==> config.mk <==
export PLATFORM = sky130hd
export DESIGN_NAME = pwmc_timer
export DESIGN_NICKNAME = d
export VERILOG_FILES = /design/src/rtl/pwmc_pkg.sv /design/src/rtl/pwmc_defer_reg.sv /design/src/rtl/pwmc_prescaler.sv /design/src/rtl/pwmc_carrier.sv /design/src/rtl/pwmc_cull.sv /design/src/rtl/pwmc_cmpbank.sv /design/src/rtl/pwmc_timer.sv
export SDC_FILE = /design/constraint.sdc
export NUM_CORES = 1
export LEC_CHECK = 0
export ABC_AREA = 1
export BUFFER_PORTS_ARGS = -buffer_cell sky130_fd_sc_hd__buf_4
export CAP_MARGIN = 20
export CORE_MARGIN = 5
export CORE_UTILIZATION = 55
export CTS_CLUSTER_DIAMETER = 60
export CTS_CLUSTER_SIZE = 40
export DETAILED_ROUTE_END_ITERATION = 7
export PLACE_DENSITY_LB_ADDON = 0.15
export SLEW_MARGIN = 20
export SYNTH_ARGS = -nofsm -noshare
export SYNTH_HDL_FRONTEND = slang
export SYNTH_SLANG_ARGS = --single-unit
==> constraint.sdc <==
create_clock -name clk -period 4.6 [get_ports clk]
set_clock_uncertainty 0.1 [all_clocks]
set_input_delay 0.46 -clock clk [delete_from_list [all_inputs] [get_ports clk]]
set_output_delay 0.46 -clock clk [all_outputs]
set_load 0.005 [all_outputs]
==> src/rtl/pwmc_pkg.sv <==
package pwmc_pkg;
  localparam int CNT_W        = 16;
  localparam int NCMP         = 4;
  localparam int CODE_W       = 3;
  localparam int DIV_CODE_MAX = 5;
  localparam int CUL_CODE_MAX = 4;
  localparam int PRE_W        = DIV_CODE_MAX;
  localparam int CUL_W        = CUL_CODE_MAX;
endpackage

==> src/rtl/pwmc_defer_reg.sv <==
module pwmc_defer_reg #(
  parameter int W     = 3,
  parameter int LIMIT = 5
) (
  input  logic         clk,
  input  logic         rst_n,
  input  logic         run,
  input  logic         we,
  input  logic [W-1:0] wdata,
  input  logic         apply,
  output logic [W-1:0] act
);
  logic [W-1:0] pend;
  logic         pend_v;
  logic         legal;

  assign legal = (int'(wdata) <= LIMIT);

  always_ff @(posedge clk or negedge rst_n) begin
    if (!rst_n) begin
      act    <= '0;
      pend   <= '0;
      pend_v <= 1'b0;
    end else if (!run) begin
      if (pend_v) begin
        act    <= pend;
        pend_v <= 1'b0;
      end
      if (we && legal) begin
        act    <= wdata;
        pend_v <= 1'b0;
      end
    end else begin
      if (apply && pend_v) begin
        act    <= pend;
        pend_v <= 1'b0;
      end
      if (we && legal) begin
        pend   <= wdata;
        pend_v <= 1'b1;
      end
    end
  end
endmodule

==> src/rtl/pwmc_prescaler.sv <==
module pwmc_prescaler #(
  parameter int CODE_W = 3,
  parameter int PRE_W  = 5
) (
  input  logic              clk,
  input  logic              rst_n,
  input  logic              run,
  input  logic [CODE_W-1:0] code,
  output logic              tick
);
  logic [PRE_W-1:0] pre_cnt;
  logic [PRE_W-1:0] lim;

  assign lim  = PRE_W'((32'd1 << code) - 32'd1);
  assign tick = run && (pre_cnt == lim);

  always_ff @(posedge clk or negedge rst_n) begin
    if (!rst_n)      pre_cnt <= '0;
    else if (!run)   pre_cnt <= '0;
    else if (tick)   pre_cnt <= '0;
    else             pre_cnt <= pre_cnt + PRE_W'(1);
  end
endmodule

==> src/rtl/pwmc_carrier.sv <==
module pwmc_carrier #(
  parameter int W = 16
) (
  input  logic         clk,
  input  logic         rst_n,
  input  logic         run,
  input  logic         tick,
  input  logic [W-1:0] period,
  output logic         zero_ev,
  output logic         peak_ev
);
  logic [W-1:0] cnt;
  logic         up;
  logic [W:0]   nxt_up;

  assign nxt_up  = {1'b0, cnt} + (W+1)'(1);
  assign peak_ev = tick && up && (nxt_up >= {1'b0, period});
  assign zero_ev = tick && !up && (cnt <= W'(1));

  always_ff @(posedge clk or negedge rst_n) begin
    if (!rst_n) begin
      cnt <= '0;
      up  <= 1'b1;
    end else if (!run) begin
      cnt <= '0;
      up  <= 1'b1;
    end else if (tick) begin
      if (up) begin
        if (peak_ev) begin
          cnt <= period;
          up  <= 1'b0;
        end else begin
          cnt <= nxt_up[W-1:0];
        end
      end else if (zero_ev) begin
        cnt <= '0;
        up  <= 1'b1;
      end else begin
        cnt <= cnt - W'(1);
      end
    end
  end
endmodule

==> src/rtl/pwmc_cull.sv <==
module pwmc_cull #(
  parameter int CODE_W = 3,
  parameter int CUL_W  = 4
) (
  input  logic              clk,
  input  logic              rst_n,
  input  logic              run,
  input  logic              ev,
  input  logic [CODE_W-1:0] code,
  output logic              pass
);
  logic [CUL_W-1:0] cnt;
  logic [CUL_W-1:0] lim;

  assign lim  = CUL_W'((32'd1 << code) - 32'd1);
  assign pass = ev && (cnt == lim);

  always_ff @(posedge clk or negedge rst_n) begin
    if (!rst_n)     cnt <= '0;
    else if (!run)  cnt <= '0;
    else if (ev)    cnt <= pass ? '0 : cnt + CUL_W'(1);
  end
endmodule

==> src/rtl/pwmc_cmpbank.sv <==
module pwmc_cmpbank #(
  parameter int W  = 16,
  parameter int N  = 4,
  parameter int IW = 2
) (
  input  logic                clk,
  input  logic                rst_n,
  input  logic                run,
  input  logic                buf_we,
  input  logic [IW-1:0]       buf_sel,
  input  logic [W-1:0]        buf_wdata,
  input  logic                act_we,
  input  logic [IW-1:0]       act_sel,
  input  logic [W-1:0]        act_wdata,
  input  logic                xfer,
  output logic [N-1:0][W-1:0] act
);
  logic [N-1:0][W-1:0] shadow;

  for (genvar i = 0; i < N; i++) begin : g_slot
    always_ff @(posedge clk or negedge rst_n) begin
      if (!rst_n) begin
        shadow[i] <= '0;
        act[i]    <= '0;
      end else begin
        if (buf_we && buf_sel == IW'(i))
          shadow[i] <= buf_wdata;
        if (xfer)
          act[i] <= shadow[i];
        else if (act_we && !run && act_sel == IW'(i))
          act[i] <= act_wdata;
      end
    end
  end
endmodule

==> src/rtl/pwmc_timer.sv <==
module pwmc_timer
  import pwmc_pkg::*;
#(
  parameter int W      = CNT_W,
  parameter int CW     = CODE_W,
  parameter int DIVMAX = DIV_CODE_MAX,
  parameter int CULMAX = CUL_CODE_MAX
) (
  input  logic          clk,
  input  logic          rst_n,
  input  logic          run_en,
  input  logic          clksel_we,
  input  logic [CW-1:0] clksel_wdata,
  input  logic          cull_we,
  input  logic [CW-1:0] cull_wdata,
  input  logic          xfer_en_a,
  input  logic          xfer_en_b,
  input  logic          xfer_cull_ovr,
  input  logic          buf_we,
  input  logic [1:0]    buf_sel,
  input  logic [W-1:0]  buf_wdata,
  input  logic          cmp_we,
  input  logic [1:0]    cmp_sel,
  input  logic [W-1:0]  cmp_wdata,
  output logic [W-1:0]  cmp0,
  output logic [W-1:0]  cmp1,
  output logic [W-1:0]  cmp2,
  output logic [W-1:0]  cmp3,
  output logic          irq_zero,
  output logic          irq_peak
);
  localparam int IW   = $clog2(NCMP);
  localparam int PW   = DIVMAX;
  localparam int CULW = CULMAX;

  logic [CW-1:0]         div_code, cul_code;
  logic                  tick, zero_ev, peak_ev, any_ev, pass, xfer_fire;
  logic [NCMP-1:0][W-1:0] act;

  assign any_ev    = zero_ev || peak_ev;
  assign xfer_fire = any_ev && xfer_en_a && xfer_en_b && (pass || xfer_cull_ovr);

  pwmc_defer_reg #(.W(CW), .LIMIT(DIVMAX)) u_div_sel (
    .clk, .rst_n, .run(run_en), .we(clksel_we), .wdata(clksel_wdata),
    .apply(zero_ev && pass), .act(div_code));

  pwmc_defer_reg #(.W(CW), .LIMIT(CULMAX)) u_cul_sel (
    .clk, .rst_n, .run(run_en), .we(cull_we), .wdata(cull_wdata),
    .apply(pass), .act(cul_code));

  pwmc_prescaler #(.CODE_W(CW), .PRE_W(PW)) u_pre (
    .clk, .rst_n, .run(run_en), .code(div_code), .tick);

  pwmc_carrier #(.W(W)) u_car (
    .clk, .rst_n, .run(run_en), .tick, .period(act[NCMP-1]),
    .zero_ev, .peak_ev);

  pwmc_cull #(.CODE_W(CW), .CUL_W(CULW)) u_cul (
    .clk, .rst_n, .run(run_en), .ev(any_ev), .code(cul_code), .pass);

  pwmc_cmpbank #(.W(W), .N(NCMP), .IW(IW)) u_bank (
    .clk, .rst_n, .run(run_en),
    .buf_we, .buf_sel, .buf_wdata,
    .act_we(cmp_we), .act_sel(cmp_sel), .act_wdata(cmp_wdata),
    .xfer(xfer_fire), .act);

  assign cmp0 = act[0];
  assign cmp1 = act[1];
  assign cmp2 = act[2];
  assign cmp3 = act[3];

  always_ff @(posedge clk or negedge rst_n) begin
    if (!rst_n) begin
      irq_zero <= 1'b0;
      irq_peak <= 1'b0;
    end else begin
      irq_zero <= zero_ev && pass;
      irq_peak <= peak_ev && pass;
    end
  end
endmodule

==> summary.txt <==
Detailed routing
  • Wire length per cell: 18.47 µm
  • Routed vias: 8482
  • Vias per inst: 5.973
  • # DRC: 0
  • Post-DRT Antenna Nets: 0
  • Initial DRC Count: 762
  • Total wire length: 26230 µm
  • Iteration count of the initial detailed-routing pass: 5

Job
  • Max-Cap Viols: 0

STA
  • Final-report hold violation count: 0
  • Final setup viols: 0
  • Slew Limit Fails: 0
  • RSZ-0062 raised after global routing: false
  • Setup TNS: 0 ns
  • Fmax: 258.3 MHz
  • Final period util: 0.8415
  • Tightest Pin Transition: 0.9449 ns
  • Tmin final: 3.871 ns
  • Rel. slew slack: 0.3685

CTS
  • Clock Tree Buf Depth: 2
  • Clk root buf: clkbuf_16
  • TritonCTS buffer count: 17
  • # Post-CTS Setup Buffers: 0
  • CTS tree: yes
  • CTS sink cnt: 170
  • Clock Latency Late Sink: 0.43 ns
  • Worst-path clk slew: 0.06 ns
  • H-tree depth: 4
  • Resize count post-CTS: 0

Yosys
  • Yosys reg bits: 170
  • Cells after Synth: 1114
  • Synth Warn #: 0
  • EDFF count, synth: 0
  • Distinct cells, synth: 37
  • Syn_nets: 1188
  • Main synth FF type: dfrtp_1
  • Ys async rst share: 1.000
  • Register area share after synthesis: 0.4605
  • Cell Area, Synth: 9241 µm²
  • Post-Syn Area per Cell: 8.296 µm²

Power and ir drop
  • Peak VDD IR: 0.2794 mV
  • PD cells: 398.6 nW/µm²
  • Sw Ratio: 0.3164
  • Internal power: 2.922 mW
  • Pleak: 5.241 nW
  • Clock network power share: 0.335
  • Overall power: 4.274 mW
  • Switching power: 1.352 mW
  • Combinational Power Share: 0.217
  • Register share of total power: 0.447

GRT
  • Largest net degree at the start of global routing: 75
  • Total grt overflow: 0
  • Initial antenna violation count: 0
  • Number of global-route vias before repair: 7958
  • Total GRT Usage: 0.2682
  • First-pass GRT wire length: 42430 µm

Placement
  • DP Wirelength: 17100 µm
  • Placed inst area: 10120 µm²
  • Placed Instances: 1387
  • Port Buffers: 117
  • Placer Congestion: 0.8850

Worst setup path
  • Slowest CP cell: dfrtp_1
  • Max FO, Critical Path: 56
  • Startpoint Class: register
  • Worst setup EP type: register
  • Worst path cell trace: nand3_1, nor3_1, nand3_1, nor2_1, nand3_1, xor2_1, inv_1, ha_1, nand3_1, nor3_1, o21a_1, nand2_1, nand2_1, nand2_2, nand2_4, o211ai_4, buf_12, nand3_1, nand3_1
  • Req. time, crit path: 4.81 ns
  • Setup CP Type: register to register
  • Delay of the slowest critical-path stage: 0.50 ns
  • Worst reg2reg path depth: 19
  • Flop2flop setup slack: 0.73 ns
  • Most Frequent Cell on Critical Path: nand3_1
  • Critical Path AT: 4.08 ns

Status
  • Outcome: finished, final reports clean

Cells and area
  • Final design utilization: 0.6489
  • Fin cells: 1420
  • Antenna diodes: 0
  • Design Area, Final: 10720 µm²
  • Syn-to-layout area delta: 16.03%
  • Share of layout cells above drive strength 1: 0.1567
  • Nets: 1261

Die
  • I/O pin count: 118
  • Die area: 19500 µm²
  • Chip Width: 139.6 µm
  • Die Span Y: 139.6 µm
  • Initial core utilization: 0.5592
  • Core area: 16520 µm²
  • Num rows: 47

Min path
  • Worst hold stages: 3
  • HP Class: input pin to register
timing repair:
item                       CTS  global route
setup endpoints to repair    0             0
hold buffers                 1             0
hold endpoints to repair    72             0
synthesized netlist by cell type, drive strengths merged (2+ instances only):
library cell,n,area [µm²]
nand3,232,1166
nand2,192,738.2
dfrtp,169,4229
o21ai,124,620.6
inv,97,366.6
o2111ai,64,560.5
nor2,54,225.2
clkbuf,43,161.4
buf,33,256.5
xor2,30,262.8
ha,22,275.3
nor3,16,100.1
a21oi,10,50.05
o22ai,7,43.79
xnor2,5,43.79
nand4,4,25.02
o211ai,4,35.03
o21a,2,15.01
power by group through the flow:
| stage | logic (mW) | clock network [mW] | registers, mW |
|---|---|---|---|
| 3_3_place_gp | 0.902 | 0 | 1.93 |
| 5_1_grt | 1.05 | 1.51 | 1.94 |
| 2_1_floorplan | 0.546 | 0 | 1.88 |
| 6_report | 0.930 | 1.43 | 1.91 |
| 3_5_place_dp | 0.927 | 0 | 1.93 |
| 4_1_cts | 0.934 | 1.45 | 1.91 |
metal layers:
metal  vias to the layer above  track usage  share of wire
met2                       375       0.4120           0.46
met1                      4048       0.3823           0.44
met5                         -            0              0
li1                       4006            -              -
met3                        53      0.05866          0.075
met4                         0      0.08567          0.025
critical path, delay by kind of cell (launching register included):
family / cells / cell delay (ns)
AND/OR/NAND/NOR: 13 / 1.84
buffers and inverters: 2 / 0.39
XOR/XNOR: 1 / 0.19
flip-flops: 1 / 0.50
AO/OA/AOI/OAI: 2 / 0.44
adder cells (fa/ha/maj): 1 / 0.26
flip-flops by register name (all words and copies together) (netlist names):
signal	cells
u_pre.pre_cnt	5
irq_peak	1
u_div_sel.pend	3
u_cul.cnt	4
u_div_sel.pend_v	1
u_car.up	1
u_cul_sel.pend	3
u_cul_sel.pend_v	1
irq_zero	1
u_bank.act	64
u_div_sel.act	3
u_car.cnt	16
u_bank.shadow	64
u_cul_sel.act	3
through the flow:
step / worst slack (ns) / hold slack, ns
after floorplan: 1.455 / 0.06441
after global placement: 0.9198 / 0.3618
after detailed placement: 0.8076 / 0.3729
after CTS: 0.7647 / 0.1476
after global routing: 0.3371 / 0.1665
final: 0.7291 / 0.1641
path summary, 6_finish.rpt:
| path | from | end |
|---|---|---|
| max in group asynchronous | rst_n | u_bank.act[45] |
| worst max register to register | u_car.cnt[2] | u_bank.act[51] |
| min in group asynchronous | rst_n | u_car.cnt[3] |
| worst max-delay path | u_car.cnt[2] | u_bank.act[51] |
| worst min-delay path | cull_wdata[2] | u_cul_sel.pend[2] |
| worst min register to register | u_div_sel.pend[2] | u_div_sel.pend[2] |
logic make-up (layout without fill, tap and decap cells):
family | after synthesis | in the layout | share of synthesized area
compound gates | 212 | 212 | 0.1441
xor+xnor | 35 | 35 | 0.03317
fa+ha+maj | 22 | 22 | 0.02979
buf+inv | 173 | 259 | 0.08489
flops | 170 | 170 | 0.4605
mux | 2 | 2 | 0.002302
simple gates | 500 | 500 | 0.2453
area by class of cell:
class / instances / area, µm²
Multi-Input combinational cell: 771 / 4222
Clock buffer: 20 / 456.7
Sequential cell: 170 / 4255
Tap cell: 220 / 275.3
Inverter: 97 / 366.6
Timing Repair Buffer: 130 / 1020
Fill cell: 1429 / 5802
Clock inverter: 12 / 127.6
cell usage in the layout (no fill, tap or decap), drive strengths merged, types with 2 or more instances in the layout:
cell	n
nand3	232
nand2	192
dfrtp	169
buf	129
o21ai	124
inv	104
o2111ai	64
nor2	54
xor2	30
ha	22
clkbuf	20
nor3	16
a21oi	10
o22ai	7
xnor2	5
nand4	4
o211ai	4
clkinvlp	3
o21a	2
Note: power is estimated with default switching activity, not from simulation.
